--- config.mk ---
export PLATFORM = sky130hd
export DESIGN_NAME = prg_bank_mapper
export DESIGN_NICKNAME = d
export VERILOG_FILES = /design/src/rtl/prg_bank_mapper.sv
export SDC_FILE = /design/constraint.sdc
export NUM_CORES = 1
export LEC_CHECK = 0
export ABC_AREA = 1
export BUFFER_PORTS_ARGS = -buffer_cell sky130_fd_sc_hd__buf_2
export CORE_MARGIN = 8
export CORE_UTILIZATION = 50
export CTS_CLUSTER_SIZE = 16
export DETAILED_ROUTE_END_ITERATION = 12
export PLACE_DENSITY = 0.78
export SLEW_MARGIN = 15
export SYNTH_ARGS = -nofsm -noshare
export SYNTH_HDL_FRONTEND = slang
export SYNTH_SLANG_ARGS = --single-unit
--- constraint.sdc ---
create_clock -name clk -period 2 [get_ports clk]
set_input_delay 0.3 -clock clk [delete_from_list [all_inputs] [get_ports clk]]
set_output_delay 0.3 -clock clk [all_outputs]
set_load 0.01 [all_outputs]
--- src/rtl/prg_bank_mapper.sv ---
module prg_bank_mapper #(
  parameter int OUTER_KB = 512,
  parameter int OUTER_W = 2,
  localparam int INNER_W = $clog2(OUTER_KB / 8),
  localparam int AW = OUTER_W + INNER_W + 13
) (
  input  logic               clk,
  input  logic               rst_n,
  input  logic               cpu_wr_en,
  input  logic [15:0]        cpu_wr_addr,
  input  logic [7:0]         cpu_wr_data,
  input  logic [15:0]        cpu_rd_addr,
  input  logic [OUTER_W-1:0] outer_bank,
  output logic [AW-1:0]      prg_addr,
  output logic               rom_en,
  output logic               wram_en
);

  logic [6:0] bank_q [4];
  logic [1:0] pmode_q;
  logic       top_sw_q;
  logic       win_rom_q;

  wire bank_wr = cpu_wr_en && cpu_wr_addr[15:12] == 4'h8 && !cpu_wr_addr[11];
  wire mode_wr = cpu_wr_en && cpu_wr_addr[15:12] == 4'hD && !cpu_wr_addr[11]
                 && cpu_wr_addr[1:0] == 2'b00;

  always_ff @(posedge clk) begin
    if (!rst_n) begin
      for (int i = 0; i < 4; i++) bank_q[i] <= '0;
      pmode_q   <= '0;
      top_sw_q  <= 1'b0;
      win_rom_q <= 1'b0;
    end else begin
      if (bank_wr) bank_q[cpu_wr_addr[1:0]] <= cpu_wr_data[6:0];
      if (mode_wr) begin
        pmode_q   <= cpu_wr_data[1:0];
        top_sw_q  <= cpu_wr_data[2];
        win_rom_q <= cpu_wr_data[7];
      end
    end
  end

  function automatic logic [6:0] rev7(input logic [6:0] v);
    for (int i = 0; i < 7; i++) rev7[i] = v[6-i];
  endfunction

  logic [6:0] rv [4];
  always_comb
    for (int i = 0; i < 4; i++)
      rv[i] = (pmode_q == 2'd3) ? rev7(bank_q[i]) : bank_q[i];

  wire [1:0] slot  = cpu_rd_addr[14:13];
  wire       upper = cpu_rd_addr[15];
  wire       win   = cpu_rd_addr[15:13] == 3'b011;
  wire [6:0] top   = top_sw_q ? rv[3] : 7'h7F;

  logic [8:0] b8;
  always_comb begin
    if (!upper) begin
      case (pmode_q)
        2'd0:    b8 = {rv[3], 2'b11};
        2'd1:    b8 = {1'b0, rv[3], 1'b1};
        default: b8 = {2'b00, rv[3]};
      endcase
    end else begin
      case (pmode_q)
        2'd0:    b8 = {top, slot};
        2'd1:    b8 = {1'b0, slot[1] ? top : rv[1], slot[0]};
        default: b8 = {2'b00, (slot == 2'd3) ? top : rv[slot]};
      endcase
    end
  end

  assign prg_addr = {outer_bank, b8[INNER_W-1:0], cpu_rd_addr[12:0]};
  assign rom_en   = upper || (win && win_rom_q);
  assign wram_en  = win && !win_rom_q;

  wire unused_bits = ^{b8, cpu_wr_addr[10:2], cpu_wr_data[6:3]};

endmodule

# Word level (Yosys, flattened, before mapping)

Memory sizes are Yosys's and may differ from the RTL's.
Index checks and enable logic that the tools add are counted.

Bits in registers: 4
Memory bits (writable): 28
Input bits: 45
Word-level logic and storage cells: 45
Memories kept: 1

Memory list:

| name   | words | bits a word | rd ports | clocked after memory_dff | wr ports | line | RTL |
|---|---|---|---|---|---|---|---|
| bank_q | 4     | 7           | 4        | 0                        | 4        | 19   | `logic [6:0] bank_q [4];` |

Magnitude comparators: 1
Equality and inequality tests: 6
Muxes and demuxes: 20
Bitwise logic cells: 1
Reduce and logical (&&, ||, !) cells: 13

Operators with widths:

| kind               | count |
|---|---|
| $mux 7             | 5 |
| $mux 6             | 5 |
| $pmux 6 s2         | 2 |
| $bmux 7 s2         | 1 |
| $eq 4x4->1 const B | 2 |
| $logic_and 1x1->1  | 7 |
| $reduce_or 7->1    | 1 |
| $mux 1             | 5 |
| $mux 5             | 1 |
| $eq 2x2->1 const B | 2 |
| $logic_not 2->1    | 2 |
| $eq 3x2->1 const B | 1 |
| $ge 3x3->1 const B | 1 |
| $not 2->3          | 1 |
| $eq 2x1->1 const B | 1 |
| $logic_not 1->1    | 2 |
| $mux 2             | 1 |
| $logic_or 1x1->1   | 1 |

# Longest topological paths before layout

Depth after elaboration: 8
Depth in mapped cells: 10
Gate-level depth less buffers: 9

# Worst setup path before layout

Ideal clock, no wire load.

Kind: input to register
From: input cpu_wr_addr[13]
To: memory bank_q[3][0] (enable)
Library setup time: 0.383 ns
Arrival time: 1.298 ns
Required time: 1.617 ns
Path slack: 0.319 ns
Cell stages on the path: 5
Cells stage by stage: inv_1 -> nand3b_4 -> nor2_1 -> inv_1 -> o31ai_1

RTL lines:

| element     | line | RTL |
|---|---|---|
| from (decl) | 10   | `input logic [15:0] cpu_wr_addr,` |
| to (decl)   | 19   |  |

# Worst setup path in the final report

From: register pmode_q[1]
To: output prg_addr[18]

Word-level cells in the longest chain between the ends: 8
Elaborated cells on any way between the ends: 16
Those cells by class: eq/ne: 2; mux: 13; reduce/logical: 1

Ends and longest elaborated chain:

| element                                    | line | RTL |
|---|---|---|
| from (decl)                                | 20   | `logic [1:0] pmode_q;` |
| from (signal assigned)                     | 37   | `pmode_q <= cpu_wr_data[1:0];` |
| $eq 2x2->1                                 | 51   | `rv[i] = (pmode_q == 2'd3) ? rev7(bank_q[i]) : bank_q[i];` |
| $mux 7                                     | 51   |  |
| $bmux 7 s2                                 | 70   | `default: b8 = {2'b00, (slot == 2'd3) ? top : rv[slot]};` |
| $mux 6 (not written as such) (2 in series) | 70   |  |
| $mux 6                                     | 70   |  |
| $pmux 6 s2                                 | 67   | `case (pmode_q)` |
| $mux 6 *                                   | 60   | `if (!upper) begin` |
| to (decl)                                  | 14   | `output logic [AW-1:0] prg_addr,` |

Every way passes the cells marked *; elsewhere a longest branch is shown, timed or not. The select of a mux whose other input is x is not followed.

==> results.py <==
metrics = {
    "status": {
        "status": "finished clean",
    },
    "cts": {
        "hold_buffers": 0,
        "clkTransAtPathRegs_ns": 0.06,
        "clockRootBuffer": "clkbuf_8",
        "cts_tree": "built",
        "cts_buffer_depth": 2,
        "cts_sinks": 32,
        "cts-htree-levels": 2,
        "clk_latency_ns": 0.28,
        "cts_made_buffers": 5,
    },
    "global_route": {
        "grt_usage_pct": 16.89,
        "grt_max_degree": 26,
        "antenna_found_initial": 0,
        "grt_pass1_vias": 1921,
        "grt_overflow_total": 0,
        "grt_pass1_wl_um": 8832,
    },
    "route": {
        "drtIter0Drc": 181,
        "top_layer_used": "met4",
        "wl_met2_um": 2466,
        "viasPerCell": 5.229,
        "antenna_left": 0,
        "via_count": 1919,
        "drtPass1Iterations": 4,
        "remaining_drc_errors": 0,
        "wire_per_inst_um": 14.43,
        "met1_length_um": 2253,
        "wl_met3_um": 412,
        "drt-total-wl_um": 5296,
    },
    "run": {
        "max_cap_viol_count": 0,
    },
    "critical_path": {
        "cp-start-kind": "flop",
        "rrSetupSlack_ns": 1.12,
        "critPathKind": "reg2out",
        "crit_required_ns": 1.70,
        "r2r_end": "pmode_q[0]",
        "crit_start": "pmode_q[1]",
        "crit_fanout": 14,
        "worstPathArrival_ns": 1.61,
        "endpoint_kind": "output pin",
        "r2r_cells": 3,
        "reg2reg_from": "pmode_q[0]",
    },
    "hold_path": {
        "hp-start": "cpu_wr_data[7]",
        "whs_endpoint": "win_rom_q",
        "hold_class": "in2reg",
        "min_path_cells": 3,
    },
    "sta": {
        "fin_worst_skew_ns": 0,
        "max_slew_margin_pct": 77.17,
        "maxSlewViolCount": 0,
        "worst_slew_pin_slew_ns": 0.3421,
        "period_needed_ns": 1.906,
        "fmax_mhz": 524.7,
        "hold_viol_final": 0,
        "finalCritPeriodShare_pct": 95.29,
        "finalSetupViolations": 0,
        "fin_setup_tns_ns": 0,
    },
    "synth": {
        "synth_commonest_cells": "71 x nand2_1, 41 x nor2_1, 39 x inv_1",
        "synth_top_area_cell": "edfxtp_1",
        "synth_area_leaders": "edfxtp_1 39%, nand2_1 12%, nand3_1 8.8%",
        "syn_inst": 295,
        "ys_ff_latch": 32,
        "synth_area_um2": 2173,
        "async_reset_ff_share_pct": 0,
        "ys_types": 30,
        "synth_most_common_cell": "nand2_1",
        "synthFlopType": "edfxtp_1",
        "synth_top_area_share_pct": 38.69,
        "yosysWarnings": 0,
        "syn-mean-instance-area_um2": 7.367,
        "syn-num-nets": 340,
        "synth-seq-area-share_pct": 42.37,
        "synth_enable_flop_cells": 28,
    },
    "power": {
        "power_density_nw_per_um2": 581.3,
        "ir_worst_vdd_uv": 496.5,
        "power.leakage_uw": 0.001098,
    },
    "floorplanning": {
        "die_y_um": 81.93,
        "coreArea_um2": 4264,
        "io_pins": 68,
        "rows": 24,
        "die-area_um2": 6713,
        "die_x_um": 81.93,
        "start_util_pct": 50.97,
    },
    "placed_design": {
        "hpwl_um": 4138,
        "dp.cells": 359,
        "placed_cell_area_um2": 2256,
        "gp_congestion": 0.9495,
        "io_buffers": 28,
    },
    "layout": {
        "stdcell_area_um2": 2391,
        "seqCellArea_um2": 925.9,
        "multiInputGateArea_um2": 934.6,
        "fin_cells": 367,
        "num-fill-cells": 420,
        "area_growth_pct": 10.02,
        "final_nets": 359,
        "antennaDiodeCount": 0,
        "drive_gt1_share_pct": 18.73,
    },
}
state kept, by name (all words and copies together) (netlist names):
register	cells
bank_q	28
pmode_q	2
top_sw_q	1
win_rom_q	1
layout make-up:
| cell class | count | area share, % |
|---|---|---|
| clock buffers | 5 | 2.878 |
| flip-flops and latches | 32 | 38.72 |
| repair buffers | 35 | 8.896 |
| inverters | 44 | 7.117 |
| clock inverters | 3 | 0.5756 |
| well taps | 52 | 2.721 |
| multi-input cells | 196 | 39.09 |
cells by family (layout without fill, tap and decap cells):
kind of cell	count (synthesis)	after routing	share of synthesized area (%)
buffers and inverters	67	87	15.77
DFF	32	32	42.37
and+or+nand+nor	163	163	32.99
AOI/OAI and AO/OA	33	33	8.866
cell usage in the layout (no fill, tap or decap), types with 3 or more instances in the layout:
cell type,n
a21oi_1,9
o21ai_1,3
nor2_1,41
nor3_1,4
clkbuf_8,5
edfxtp_1,28
o21ai_0,10
nand2_2,4
buf_2,28
buf_4,5
o211ai_1,3
nand3_1,38
inv_1,39
nand2_1,70
power by group:
part / switching, uW / internal (uW)
Combinational: 99.5 / 58.1
Sequential: 19.4 / 754
Clock: 223 / 235
layer usage:
| metal | up-vias | track usage, % |
|---|---|---|
| met5 | - | 0 |
| met4 | 0 | 7.544 |
| met3 | 16 | 4.376 |
| met2 | 86 | 27.47 |
| met1 | 841 | 20.55 |
| li1 | 976 | - |
how the worst max path moves through the flow:
| stage | end | slack, ns | depth (start not counted) |
|---|---|---|---|
| after floorplan | bank_q[3][0] | 0.32 | 5 |
| after global placement | prg_addr[15] | 0.24 | 9 |
| after detailed placement | prg_addr[15] | 0.20 | 9 |
| after CTS | prg_addr[15] | 0.005 | 9 |
| after global routing | prg_addr[13] | -0.005 | 9 |
| final | prg_addr[18] | 0.09 | 9 |
worst max-delay path: stages (launching register included):
cell	delay, ns
dfxtp_4	0.37
buf_12	0.15
inv_4	0.11
nand2_4	0.08
inv_2	0.11
nand3_1	0.09
nand2_1	0.06
inv_1	0.05
a21oi_2	0.15
buf_2	0.15
timing repair:
item,4_1_cts,5_1_grt
gates cloned,0,0
hold endpoints to repair,0,0
gates resized for setup,2,13
setup buffers,0,0
endpoints found under the setup margin,4,6
pin swaps,0,1
per-stage QoR:
| stage | util [%] | hold slack (ns) | total power (uW) | setup WS, ns |
|---|---|---|---|---|
| 5_1_grt | 56.07 | 0.2731 | 1448 | -0.004623 |
| 4_1_cts | 54.99 | 0.2476 | 1394 | 0.004669 |
| 2_1_floorplan | - | 0.4278 | 906.0 | 0.3189 |
| 6_report | 56.07 | 0.2607 | 1390 | 0.09427 |
| 3_3_place_gp | 52.90 | 0.5307 | 939.4 | 0.2374 |
| 3_5_place_dp | 52.90 | 0.5429 | 944.3 | 0.2008 |
No activity file was read; power rests on OpenSTA's default activity.
